File: config.mk
export PLATFORM = sky130hd
export DESIGN_NAME = mc_reset_ctrl
export DESIGN_NICKNAME = d
export VERILOG_FILES = /design/src/rtl/mcr_pkg.sv /design/src/rtl/mcr_sync.sv /design/src/rtl/mcr_timing.sv /design/src/rtl/mcr_qualifier.sv /design/src/rtl/mcr_ram_clear.sv /design/src/rtl/mc_reset_ctrl.sv
export SDC_FILE = /design/constraint.sdc
export NUM_CORES = 1
export LEC_CHECK = 0
export BUFFER_PORTS_ARGS = -buffer_cell sky130_fd_sc_hd__buf_4
export CELL_PAD_IN_SITES_DETAIL_PLACEMENT = 2
export CELL_PAD_IN_SITES_GLOBAL_PLACEMENT = 2
export CORE_MARGIN = 2
export CORE_UTILIZATION = 22
export CTS_CLUSTER_DIAMETER = 200
export DETAILED_ROUTE_END_ITERATION = 6
export PLACE_DENSITY = 0.88
export SYNTH_ARGS = -nofsm -noshare
export SYNTH_HDL_FRONTEND = slang
export SYNTH_SLANG_ARGS = --single-unit
File: constraint.sdc
create_clock -name clk -period 1.55 [get_ports clk]
set_clock_uncertainty 0.1 [all_clocks]
set_input_delay 0.0775 -clock clk [delete_from_list [all_inputs] [get_ports clk]]
set_output_delay 0.0775 -clock clk [all_outputs]
set_load 0.005 [all_outputs]
File: src/rtl/mcr_pkg.sv
// Package: shared widths and the core register reset values.
// Assumes an 8-bit core with 16-bit code and data pointers.
package mcr_pkg;
    localparam int unsigned BYTE_W = 8;
    localparam int unsigned PTR_W  = 16;

    localparam logic [PTR_W-1:0]  PC_RST   = 16'h0000;
    localparam logic [PTR_W-1:0]  DPTR_RST = 16'h0000;
    localparam logic [BYTE_W-1:0] SP_RST   = 8'h07;
    localparam logic [BYTE_W-1:0] PSW_RST  = 8'h00;
    localparam logic [BYTE_W-1:0] ACC_RST  = 8'h00;
    localparam logic [BYTE_W-1:0] B_RST    = 8'h00;
endpackage

File: src/rtl/mcr_sync.sv
// Module: mcr_sync
// Multi-stage synchronizer for one asynchronous level into clk.
// Assumes the input is a slow level; STAGES >= 1.
module mcr_sync #(
    parameter int unsigned STAGES = 2
) (
    input  logic clk,
    input  logic rst_n,
    input  logic d_i,
    output logic q_o
);
    logic [STAGES-1:0] chain;

    for (genvar g = 0; g < STAGES; g++) begin : g_stage
        if (g == 0) begin : g_first
            // Capture the raw input in the first stage.
            always_ff @(posedge clk) begin
                if (!rst_n) chain[0] <= 1'b0;
                else        chain[0] <= d_i;
            end
        end else begin : g_next
            // Shift the sample one stage further.
            always_ff @(posedge clk) begin
                if (!rst_n) chain[g] <= 1'b0;
                else        chain[g] <= chain[g-1];
            end
        end
    end

    assign q_o = chain[STAGES-1];
endmodule

File: src/rtl/mcr_timing.sv
// Module: mcr_timing
// Free-running machine-cycle generator: phase counter inside state counter,
// strobe on the final phase of the final state.
// Assumes N_STATES >= 2 and N_PHASES >= 2.
module mcr_timing #(
    parameter int unsigned N_STATES = 6,
    parameter int unsigned N_PHASES = 2,
    localparam int unsigned ST_W = $clog2(N_STATES),
    localparam int unsigned PH_W = $clog2(N_PHASES)
) (
    input  logic            clk,
    input  logic            rst_n,
    output logic [ST_W-1:0] state_o,
    output logic [PH_W-1:0] phase_o,
    output logic            strobe_o
);
    localparam logic [ST_W-1:0] ST_LAST = ST_W'(N_STATES - 1);
    localparam logic [PH_W-1:0] PH_LAST = PH_W'(N_PHASES - 1);

    logic [ST_W-1:0] state_q;
    logic [PH_W-1:0] phase_q;
    logic            ph_end;
    logic            st_end;

    assign ph_end = (phase_q == PH_LAST);
    assign st_end = (state_q == ST_LAST);

    // Step the phase every clock, wrapping after the last one.
    always_ff @(posedge clk) begin
        if (!rst_n)      phase_q <= '0;
        else if (ph_end) phase_q <= '0;
        else             phase_q <= phase_q + PH_W'(1);
    end

    // Step the state when its last phase completes.
    always_ff @(posedge clk) begin
        if (!rst_n)      state_q <= '0;
        else if (ph_end) state_q <= st_end ? '0 : state_q + ST_W'(1);
    end

    assign strobe_o = ph_end && st_end;
    assign state_o  = state_q;
    assign phase_o  = phase_q;

    a_r2_phase_step: assert property (@(posedge clk) disable iff (!rst_n)
        !ph_end |=> (phase_q == $past(phase_q) + PH_W'(1)) && $stable(state_q));
    a_r2_state_step: assert property (@(posedge clk) disable iff (!rst_n)
        (ph_end && !st_end) |=> (state_q == $past(state_q) + ST_W'(1)) && (phase_q == '0));
    a_r1_cycle_wrap: assert property (@(posedge clk) disable iff (!rst_n)
        strobe_o |=> (state_q == '0) && (phase_q == '0));
    a_r2_state_range: assert property (@(posedge clk) disable iff (!rst_n)
        state_q <= ST_LAST);
endmodule

File: src/rtl/mcr_qualifier.sv
// Module: mcr_qualifier
// Measures how long the synchronized request has been high. Asserts the
// held reset once MIN_CLKS consecutive high samples are seen, and releases
// it at a cycle strobe after the request drops. Comes out of rst_n asserted.
// Assumes MIN_CLKS >= 2.
module mcr_qualifier #(
    parameter int unsigned MIN_CLKS = 24,
    localparam int unsigned CNT_W = $clog2(MIN_CLKS + 1)
) (
    input  logic clk,
    input  logic rst_n,
    input  logic req_s_i,
    input  logic strobe_i,
    output logic held_o,
    output logic qualify_o
);
    localparam logic [CNT_W-1:0] CNT_MAX  = CNT_W'(MIN_CLKS);
    localparam logic [CNT_W-1:0] CNT_HIT  = CNT_W'(MIN_CLKS - 1);

    logic [CNT_W-1:0] hi_cnt;
    logic             held_q;

    // Count consecutive high samples, saturating; any low sample clears.
    always_ff @(posedge clk) begin
        if (!rst_n)                 hi_cnt <= '0;
        else if (!req_s_i)          hi_cnt <= '0;
        else if (hi_cnt != CNT_MAX) hi_cnt <= hi_cnt + CNT_W'(1);
    end

    assign qualify_o = req_s_i && (hi_cnt == CNT_HIT);

    // Hold reset from qualification until a boundary with the request low.
    always_ff @(posedge clk) begin
        if (!rst_n)                     held_q <= 1'b1;
        else if (qualify_o)             held_q <= 1'b1;
        else if (!req_s_i && strobe_i)  held_q <= 1'b0;
    end

    assign held_o = held_q;

    a_r3_rise_needs_request: assert property (@(posedge clk) disable iff (!rst_n)
        $rose(held_q) |-> $past(req_s_i));
    a_r5_fall_on_boundary: assert property (@(posedge clk) disable iff (!rst_n)
        $fell(held_q) |-> $past(strobe_i) && !$past(req_s_i));
    a_r5_hold_while_high: assert property (@(posedge clk) disable iff (!rst_n)
        (held_q && req_s_i) |=> held_q);
    a_r4_low_restarts: assert property (@(posedge clk) disable iff (!rst_n)
        !req_s_i |=> !qualify_o);
endmodule

File: src/rtl/mcr_ram_clear.sv
// Module: mcr_ram_clear
// Walks every internal RAM address in ascending order writing zero, one per
// clock, starting on a start pulse (restarting if already busy). Runs one
// full pass after rst_n. Assumes DEPTH >= 2.
module mcr_ram_clear #(
    parameter int unsigned DEPTH  = 128,
    parameter int unsigned DATA_W = 8,
    localparam int unsigned AW = $clog2(DEPTH)
) (
    input  logic              clk,
    input  logic              rst_n,
    input  logic              start_i,
    output logic              busy_o,
    output logic              we_o,
    output logic [AW-1:0]     addr_o,
    output logic [DATA_W-1:0] wdata_o
);
    localparam logic [AW-1:0] ADDR_LAST = AW'(DEPTH - 1);

    logic          busy_q;
    logic [AW-1:0] addr_q;

    // Sequence the clear pass: restart on start, step while busy, stop at end.
    always_ff @(posedge clk) begin
        if (!rst_n) begin
            busy_q <= 1'b1;
            addr_q <= '0;
        end else if (start_i) begin
            busy_q <= 1'b1;
            addr_q <= '0;
        end else if (busy_q) begin
            if (addr_q == ADDR_LAST) busy_q <= 1'b0;
            else                     addr_q <= addr_q + AW'(1);
        end
    end

    assign busy_o  = busy_q;
    assign we_o    = busy_q;
    assign addr_o  = addr_q;
    assign wdata_o = '0;

    a_r7_addr_step: assert property (@(posedge clk) disable iff (!rst_n)
        (busy_q && !start_i && addr_q != ADDR_LAST) |=> busy_q && (addr_q == $past(addr_q) + AW'(1)));
    a_r7_end_at_last: assert property (@(posedge clk) disable iff (!rst_n)
        $fell(busy_q) |-> $past(addr_q) == ADDR_LAST);
    a_r7_start_from_zero: assert property (@(posedge clk) disable iff (!rst_n)
        start_i |=> busy_q && (addr_q == '0));
endmodule

File: src/rtl/mc_reset_ctrl.sv
// Module: mc_reset_ctrl (top)
// Machine-cycle timing, reset qualification, RAM clear sequencing and core
// register reset values. Assumes rst_req_i is asynchronous to clk and that
// the core samples core_rst_o synchronously in the clk domain.
module mc_reset_ctrl #(
    parameter int unsigned N_STATES    = 6,
    parameter int unsigned N_PHASES    = 2,
    parameter int unsigned MIN_MC      = 2,
    parameter int unsigned SYNC_STAGES = 2,
    parameter int unsigned RAM_DEPTH   = 128,
    localparam int unsigned ST_W = $clog2(N_STATES),
    localparam int unsigned PH_W = $clog2(N_PHASES),
    localparam int unsigned RA_W = $clog2(RAM_DEPTH),
    localparam int unsigned BW   = mcr_pkg::BYTE_W,
    localparam int unsigned PW   = mcr_pkg::PTR_W
) (
    input  logic            clk,
    input  logic            rst_n,
    input  logic            rst_req_i,
    output logic            mc_strobe_o,
    output logic [ST_W-1:0] state_o,
    output logic [PH_W-1:0] phase_o,
    output logic            core_rst_o,
    output logic            clr_busy_o,
    output logic            ram_we_o,
    output logic [RA_W-1:0] ram_addr_o,
    output logic [BW-1:0]   ram_wdata_o,
    output logic [PW-1:0]   pc_init_o,
    output logic [PW-1:0]   dptr_init_o,
    output logic [BW-1:0]   sp_init_o,
    output logic [BW-1:0]   psw_init_o,
    output logic [BW-1:0]   acc_init_o,
    output logic [BW-1:0]   b_init_o
);
    localparam int unsigned CLKS_PER_MC = N_STATES * N_PHASES;
    localparam int unsigned MIN_CLKS    = MIN_MC * CLKS_PER_MC;

    logic req_s;
    logic strobe;
    logic held;
    logic qualify;
    logic busy;

    mcr_sync #(.STAGES(SYNC_STAGES)) u_sync (
        .clk   (clk),
        .rst_n (rst_n),
        .d_i   (rst_req_i),
        .q_o   (req_s)
    );

    mcr_timing #(.N_STATES(N_STATES), .N_PHASES(N_PHASES)) u_timing (
        .clk      (clk),
        .rst_n    (rst_n),
        .state_o  (state_o),
        .phase_o  (phase_o),
        .strobe_o (strobe)
    );

    mcr_qualifier #(.MIN_CLKS(MIN_CLKS)) u_qual (
        .clk       (clk),
        .rst_n     (rst_n),
        .req_s_i   (req_s),
        .strobe_i  (strobe),
        .held_o    (held),
        .qualify_o (qualify)
    );

    mcr_ram_clear #(.DEPTH(RAM_DEPTH), .DATA_W(BW)) u_clear (
        .clk     (clk),
        .rst_n   (rst_n),
        .start_i (qualify),
        .busy_o  (busy),
        .we_o    (ram_we_o),
        .addr_o  (ram_addr_o),
        .wdata_o (ram_wdata_o)
    );

    assign mc_strobe_o = strobe;
    assign clr_busy_o  = busy;
    assign core_rst_o  = held | busy;

    assign pc_init_o   = mcr_pkg::PC_RST;
    assign dptr_init_o = mcr_pkg::DPTR_RST;
    assign sp_init_o   = mcr_pkg::SP_RST;
    assign psw_init_o  = mcr_pkg::PSW_RST;
    assign acc_init_o  = mcr_pkg::ACC_RST;
    assign b_init_o    = mcr_pkg::B_RST;

    a_r8_start_enters_reset: assert property (@(posedge clk) disable iff (!rst_n)
        qualify |=> core_rst_o && ram_we_o);
    a_r5_release_aligned: assert property (@(posedge clk) disable iff (!rst_n)
        ($fell(core_rst_o) && !$past(busy)) |-> (state_o == '0) && (phase_o == '0));
endmodule

# Word-level counts from Yosys, hierarchy flattened
# Index checks and enable logic that the tools add are counted.
dict set report word_totals {
  in_bits 3
  register_bits 20
  word_cells 30
  ram_bits 0
  out_inout_bits 87
  mem_bits_ro 0
  mem_count 0
  latchBits 0
}
dict set report classes {
  n_bitwise 3
  div_mod_pow 0
  n_mul 0
  n_mux 3
  add_sub_neg 4
  reduce_logical 8
  n_eq_ne 4
  order_cmp 0
  shift 0
}
# op n
set op_table {}
lappend op_table {{adder 7 x 1 -> 7 bit, second input constant} 1}
lappend op_table {{equality test 7 bit, second input constant} 1}
lappend op_table {{adder 5 x 1 -> 5 bit, second input constant} 1}
lappend op_table {{equality test 5 bit, second input constant} 1}
lappend op_table {{!= test 5 bit, second input constant} 1}
lappend op_table {{AND reduction 2 bit} 2}
lappend op_table {{OR reduction 2 bit} 2}
lappend op_table {{adder 3 x 1 -> 3 bit, second input constant} 1}
lappend op_table {{equality test 3 bit, second input constant} 1}
lappend op_table {{logical AND 1 bit} 3}
lappend op_table {{2-to-1 mux 3 bit} 1}
lappend op_table {{2-to-1 mux 1 bit} 2}
lappend op_table {{NOT 1 bit} 2}
lappend op_table {{adder 1 bit, second input constant} 1}
lappend op_table {{logical NOT 1 bit} 1}
lappend op_table {{OR 1 bit} 1}

# Logic depth before layout (Yosys ltp)
dict set report logic_depth {
  depth_word 3
  mapped_depth 5
  mapped_depth_nobuf 5
}

# By module
# From an unflattened synthesis, not the netlist that was laid out.
dict set report hier_totals {
  hier_cells 167
  hier_area_um2 1462.7
}
# module cells_per_inst n_inst seq_area_each_um2 area_each_um2
set modules_own_cells {}
lappend modules_own_cells {mc_reset_ctrl 67 1 0.0 494.2}
lappend modules_own_cells {mcr_ram_clear 47 1 160.2 421.7}
lappend modules_own_cells {mcr_qualifier 35 1 120.1 326.6}
lappend modules_own_cells {mcr_timing 14 1 80.1 167.7}
lappend modules_own_cells {mcr_sync 4 1 40.0 52.6}

# Worst setup path before layout
# Ideal clock, no wire load.
dict set report synth_path {
  kind {reg2reg}
  start {register u_timing.phase_q (netlist: u_timing.phase_o)}
  end {register u_qual.held_q (netlist: u_qual.held_o)}
  setup_ns 0.114
  arrival_time_ns 1.112
  synth_period_minus_slack_ns 1.326
  path_stages_with_launch 4
  path_slack_ns 0.224
  path_buffers 0
  t_required_ns 1.336
  cell_sequence {dfxtp_1 > nand2_2 > or4b_1 > a21o_1}
}
dict set report synth_between {
  elab_chain_cells 2
}
# item line_no
set synth_rtl {}
lappend synth_rtl {{from (decl)} mcr_timing.sv:21} ;# logic [PH_W-1:0] phase_q;
lappend synth_rtl {{from (signal assigned)} mcr_timing.sv:32} ;# else phase_q <= phase_q + PH_W'(1);
lappend synth_rtl {{logical AND 1 bit} mcr_timing.sv:41} ;# assign strobe_o = ph_end && st_end;
lappend synth_rtl {{logical AND 1 bit} mcr_qualifier.sv:36} ;# else if (!req_s_i && strobe_i) held_q <= 1'b0;
lappend synth_rtl {{to (signal assigned)} mcr_qualifier.sv:34} ;# if (!rst_n) held_q <= 1'b1;
lappend synth_rtl {{to (signal assigned)} mcr_qualifier.sv:35} ;# else if (qualify_o) held_q <= 1'b1;
lappend synth_rtl {{to (signal assigned)} mcr_qualifier.sv:36}
lappend synth_rtl {{to (decl)} mcr_qualifier.sv:21} ;# logic held_q;
# No other way between the ends.
# A chain may end at the register's enable or synchronous reset.

# Final worst setup path
# Same ends and word-level chain as after synthesis.

==> run summary <==
The family with the most delay on the worst path was simple AND/OR/NAND/NOR gates. Sorting the synthesized cells by how often they occur yields sky130_fd_sc_hd__buf_4 (73), sky130_fd_sc_hd__dfxtp_1 (20), sky130_fd_sc_hd__nor2_1 (9). Top cell type by total area after synthesis: sky130_fd_sc_hd__buf_4. The run gives 907 as the number of global-route vias before repair. Clock-pin slew was measured on the worst setup and hold paths at 80 ps. Adding up every negative setup slack in the final design gives 0 ps.

In the synthesized netlist, the number of instances is 164. The most used flip-flop cell after synthesis is sky130_fd_sc_hd__dfxtp_1. For the number of buffers inserted during clock tree synthesis, the log shows 3. In this run the tool buffered the top-level ports with 17 buffer cells. The most instantiated library cell after synthesis was sky130_fd_sc_hd__buf_4.

Measured along the y axis, the die boundary spans 84.2 um. The run gives 6280 um2 as the area of the core. The number of setup violations in the final report was 0; the arrival time at the worst endpoint was 1490 ps.

Together, buffers and inverters on the worst path number 0. The signal on the critical path passes through nand2_2, or4b_1, a21o_1. The root cell of the clock tree was sky130_fd_sc_hd__clkbuf_8.

TritonCTS built the clock tree. The required time reported for the critical path endpoint was 1610 ps; the number of max-slew violations in the final report was 0. Final critical-path required period: 1430 ps.

The congestion estimate from routability-driven global placement came to 0.694. The wire length after detailed routing was 2720 um. The first global-routing pass estimated 4370 um of wire.

For the reported max-cap violation count, the log shows 0. In this run the worst hold path is classified as input port to register. The net count reported at finish is 196.

Along the worst path, the maximum fanout reaches 5. In this run the count of I/O pins placed on the die edge is 90. The logs give 29 for the number of placement rows and 400 um2 for the area occupied by registers. Counting flops with a built-in enable in the synthesized netlist gives 0. The initial core utilization was 22.5%; the adder and majority gate portion of the synthesized area was 2.65%. After filler insertion, the fill cell instance count of the layout stands at 787. The number of standard cells in the layout, taps in and fillers out was 266. The sink count of the clock tree is 20, and the number of buffers on the longest clock path is 2. Of the available clock period, the critical path in the final layout requires 92.2%. The placement-stage worst setup slack came out at 110 ps. The run finished with clean final reports.

Based on the critical path, the design can be clocked at up to 0.699 GHz. The areal power density over the cells works out to 731 nW/um2. The iteration count of the initial detailed-routing pass was 3; the stage delay of the slowest cell on the critical path was 510 ps. Summing over every cut layer, the via total after detailed routing is 969. The number of antenna cells inserted is 0. The horizontal extent of the die was 84.2 um. The proportion of layout cells with a drive suffix above 1 came out at 16.4%. For this design the static power due to leakage is 0.000716 uW.

Entering global routing, the biggest net connects 12 pins. The share of the Yosys chip area taken by registers is 28.3%. The share of the synthesized area in the top cell type is 38.7%.

The logs give 0 for the number of antenna violations at the first check in global routing and 120 ps for the least setup slack across all paths after layout. The count of state elements after synthesis came out at 20. Type of element launching the critical path: a register. IR analysis of the VDD net gives a maximum drop of 337 uV.

The run gives 1420 um2 as the total standard cell area after synthesis. The multi-input combinational cells in the finished layout cover a total of 726 um2. The average cell area after synthesis works out to 8.63 um2. Endpoint class of the critical path: a register. After synthesis, the share of cell area in mux cells is 2.12%.

Largest family of logic cells by synthesized area: buffers and inverters. By area the synthesized netlist is led by sky130_fd_sc_hd__buf_4 (39%), sky130_fd_sc_hd__dfxtp_1 (28%), sky130_fd_sc_hd__ha_1 (2.7%), sky130_fd_sc_hd__xor2_1 (2.5%), sky130_fd_sc_hd__nor2_1 (2.4%). The run gives 1 as the H-tree depth.

Among all stages on the critical path, the largest delay is contributed by sky130_fd_sc_hd__or4b_1. For the final-report hold violation count, the log shows 0. For the worst-skew pair, the clock arrives at the later sink with an insertion delay of 260 ps. The remaining design rule violation count was 0; the via-per-instance ratio was 3.64. The run gives 37 as the count of unique library cells instantiated by Yosys.

After synthesis, the share of flip-flops with an asynchronous set or reset is 0%. The fraction of synthesized cell area in xor and xnor cells was 3.09%; the cell count after placement was 261. For the total track usage, the log shows 7.60%.

The tools report the antenna violation net count after detailed routing as 0. After global routing the overflow that remains totals 0. The final core utilization came out at 23.4%. The run gives 120 ps as the setup slack of the worst register-to-register path.

Setup repair after global routing left no endpoint under its margin. The type of the worst setup path was register to register. The fraction of the mapped netlist area in simple logic gates was 15.6%; the total die area was 7090 um2. The final HPWL from detailed placement came out at 2200 um. For the Yosys warning count, the log shows 0. Violation count after the first detailed-routing iteration: 7. Relative to the synthesized area, the layout overhead comes to 3.98%. The average wire per standard cell is 10.2 um.

Summing the areas of all compound-gate instances in the mapped netlist gives 8.22% of the synthesized area.
## timing repair
item | in CTS | in global routing
hold buffers | 1 | 0
buffers inserted | 0 | 0
endpoints found under the hold margin | 1 | 0
endpoints found under the setup margin | 0 | 4
gates resized for setup | 0 | 1
## worst reg2reg max path, stage by stage, from the launching register on
cell and delay [ps]:
sky130_fd_sc_hd__dfxtp_1 430, sky130_fd_sc_hd__nand2_2 110, sky130_fd_sc_hd__or4b_1 510, sky130_fd_sc_hd__a21o_1 190
## metal layers
layer | GRT usage (%) | share of wire, %
met2 | 14.1 | 53
met1 | 8.46 | 37
met4 | 0.880 | 0.22
met3 | 2.85 | 10
met5 | 0 | 0
## registers in the layout (all words and copies together) (netlist names)
name	cells
u_timing.phase_o	1
u_sync.q_o	1
u_qual.held_o	1
u_timing.state_o	3
u_qual.hi_cnt	5
u_clear.busy_o	1
u_clear.addr_o	7
u_sync.chain	1
## cell families after synthesis
family,Yosys count
and+or+nand+nor,39
AOI/OAI and AO/OA,16
adders and majority gates,3
xor gates and xnor gates,5
muxes,3
other,2
buffers and inverters,76
DFF,20
## final timing paths
kind,startpoint,to,cells past startpoint
max,u_timing.phase_o$_SDFF_PP0_,u_qual.held_o$_SDFFE_PP1P_,3
min,rst_n,u_sync.q_o$_SDFF_PN0_,2
max reg2reg,u_timing.phase_o$_SDFF_PP0_,u_qual.held_o$_SDFFE_PP1P_,3
min reg2reg,u_sync.chain[0]$_SDFF_PN0_,u_sync.q_o$_SDFF_PN0_,1
## power by group
| group | internal (uW) | total [uW] | switching (uW) |
|---|---|---|---|
| Clock | 226 | 404 | 178 |
| Sequential | 530 | 546 | 16.2 |
| Combinational | 47.1 | 126 | 78.5 |
## layout by cell type (no fill, tap or decap), types with 2 or more instances in the layout
cell type / synthesis / final
sky130_fd_sc_hd__and3_1: 2 / 2
sky130_fd_sc_hd__o211ai_1: 2 / 2
sky130_fd_sc_hd__ha_1: 3 / 3
sky130_fd_sc_hd__conb_1: 2 / 72
sky130_fd_sc_hd__mux2i_1: 3 / 3
sky130_fd_sc_hd__nand4b_1: 2 / 2
sky130_fd_sc_hd__inv_1: 3 / 3
sky130_fd_sc_hd__nand2_1: 4 / 4
sky130_fd_sc_hd__buf_4: 73 / 23
sky130_fd_sc_hd__dfxtp_1: 20 / 20
sky130_fd_sc_hd__nor2b_1: 2 / 2
sky130_fd_sc_hd__a31oi_1: 2 / 2
sky130_fd_sc_hd__and2_1: 3 / 3
sky130_fd_sc_hd__and4_1: 2 / 2
sky130_fd_sc_hd__a21oi_1: 2 / 2
sky130_fd_sc_hd__nand3_1: 4 / 4
sky130_fd_sc_hd__nor3_1: 3 / 3
sky130_fd_sc_hd__xor2_1: 4 / 4
sky130_fd_sc_hd__clkbuf_8: 0 / 4
sky130_fd_sc_hd__nand4_1: 2 / 2
sky130_fd_sc_hd__nor2_1: 9 / 9
## final cells by class
class | count | share of cell area, %
clock buffers | 4 | 3.74
inverters | 3 | 0.765
multi-input cells | 138 | 49.3
flip-flops and latches | 20 | 27.2
well taps | 77 | 6.55
repair buffers | 24 | 12.4
## through the flow
step,power [uW],hold slack [ps],area [um2]
6_report,1080,27.4,1470
5_1_grt,1140,57.8,1470
4_1_cts,1090,8.58,1460
3_5_place_dp,677,192,1400
3_3_place_gp,671,191,1400
2_1_floorplan,761,99.2,1680
Note: power is estimated with default switching activity, not from simulation.
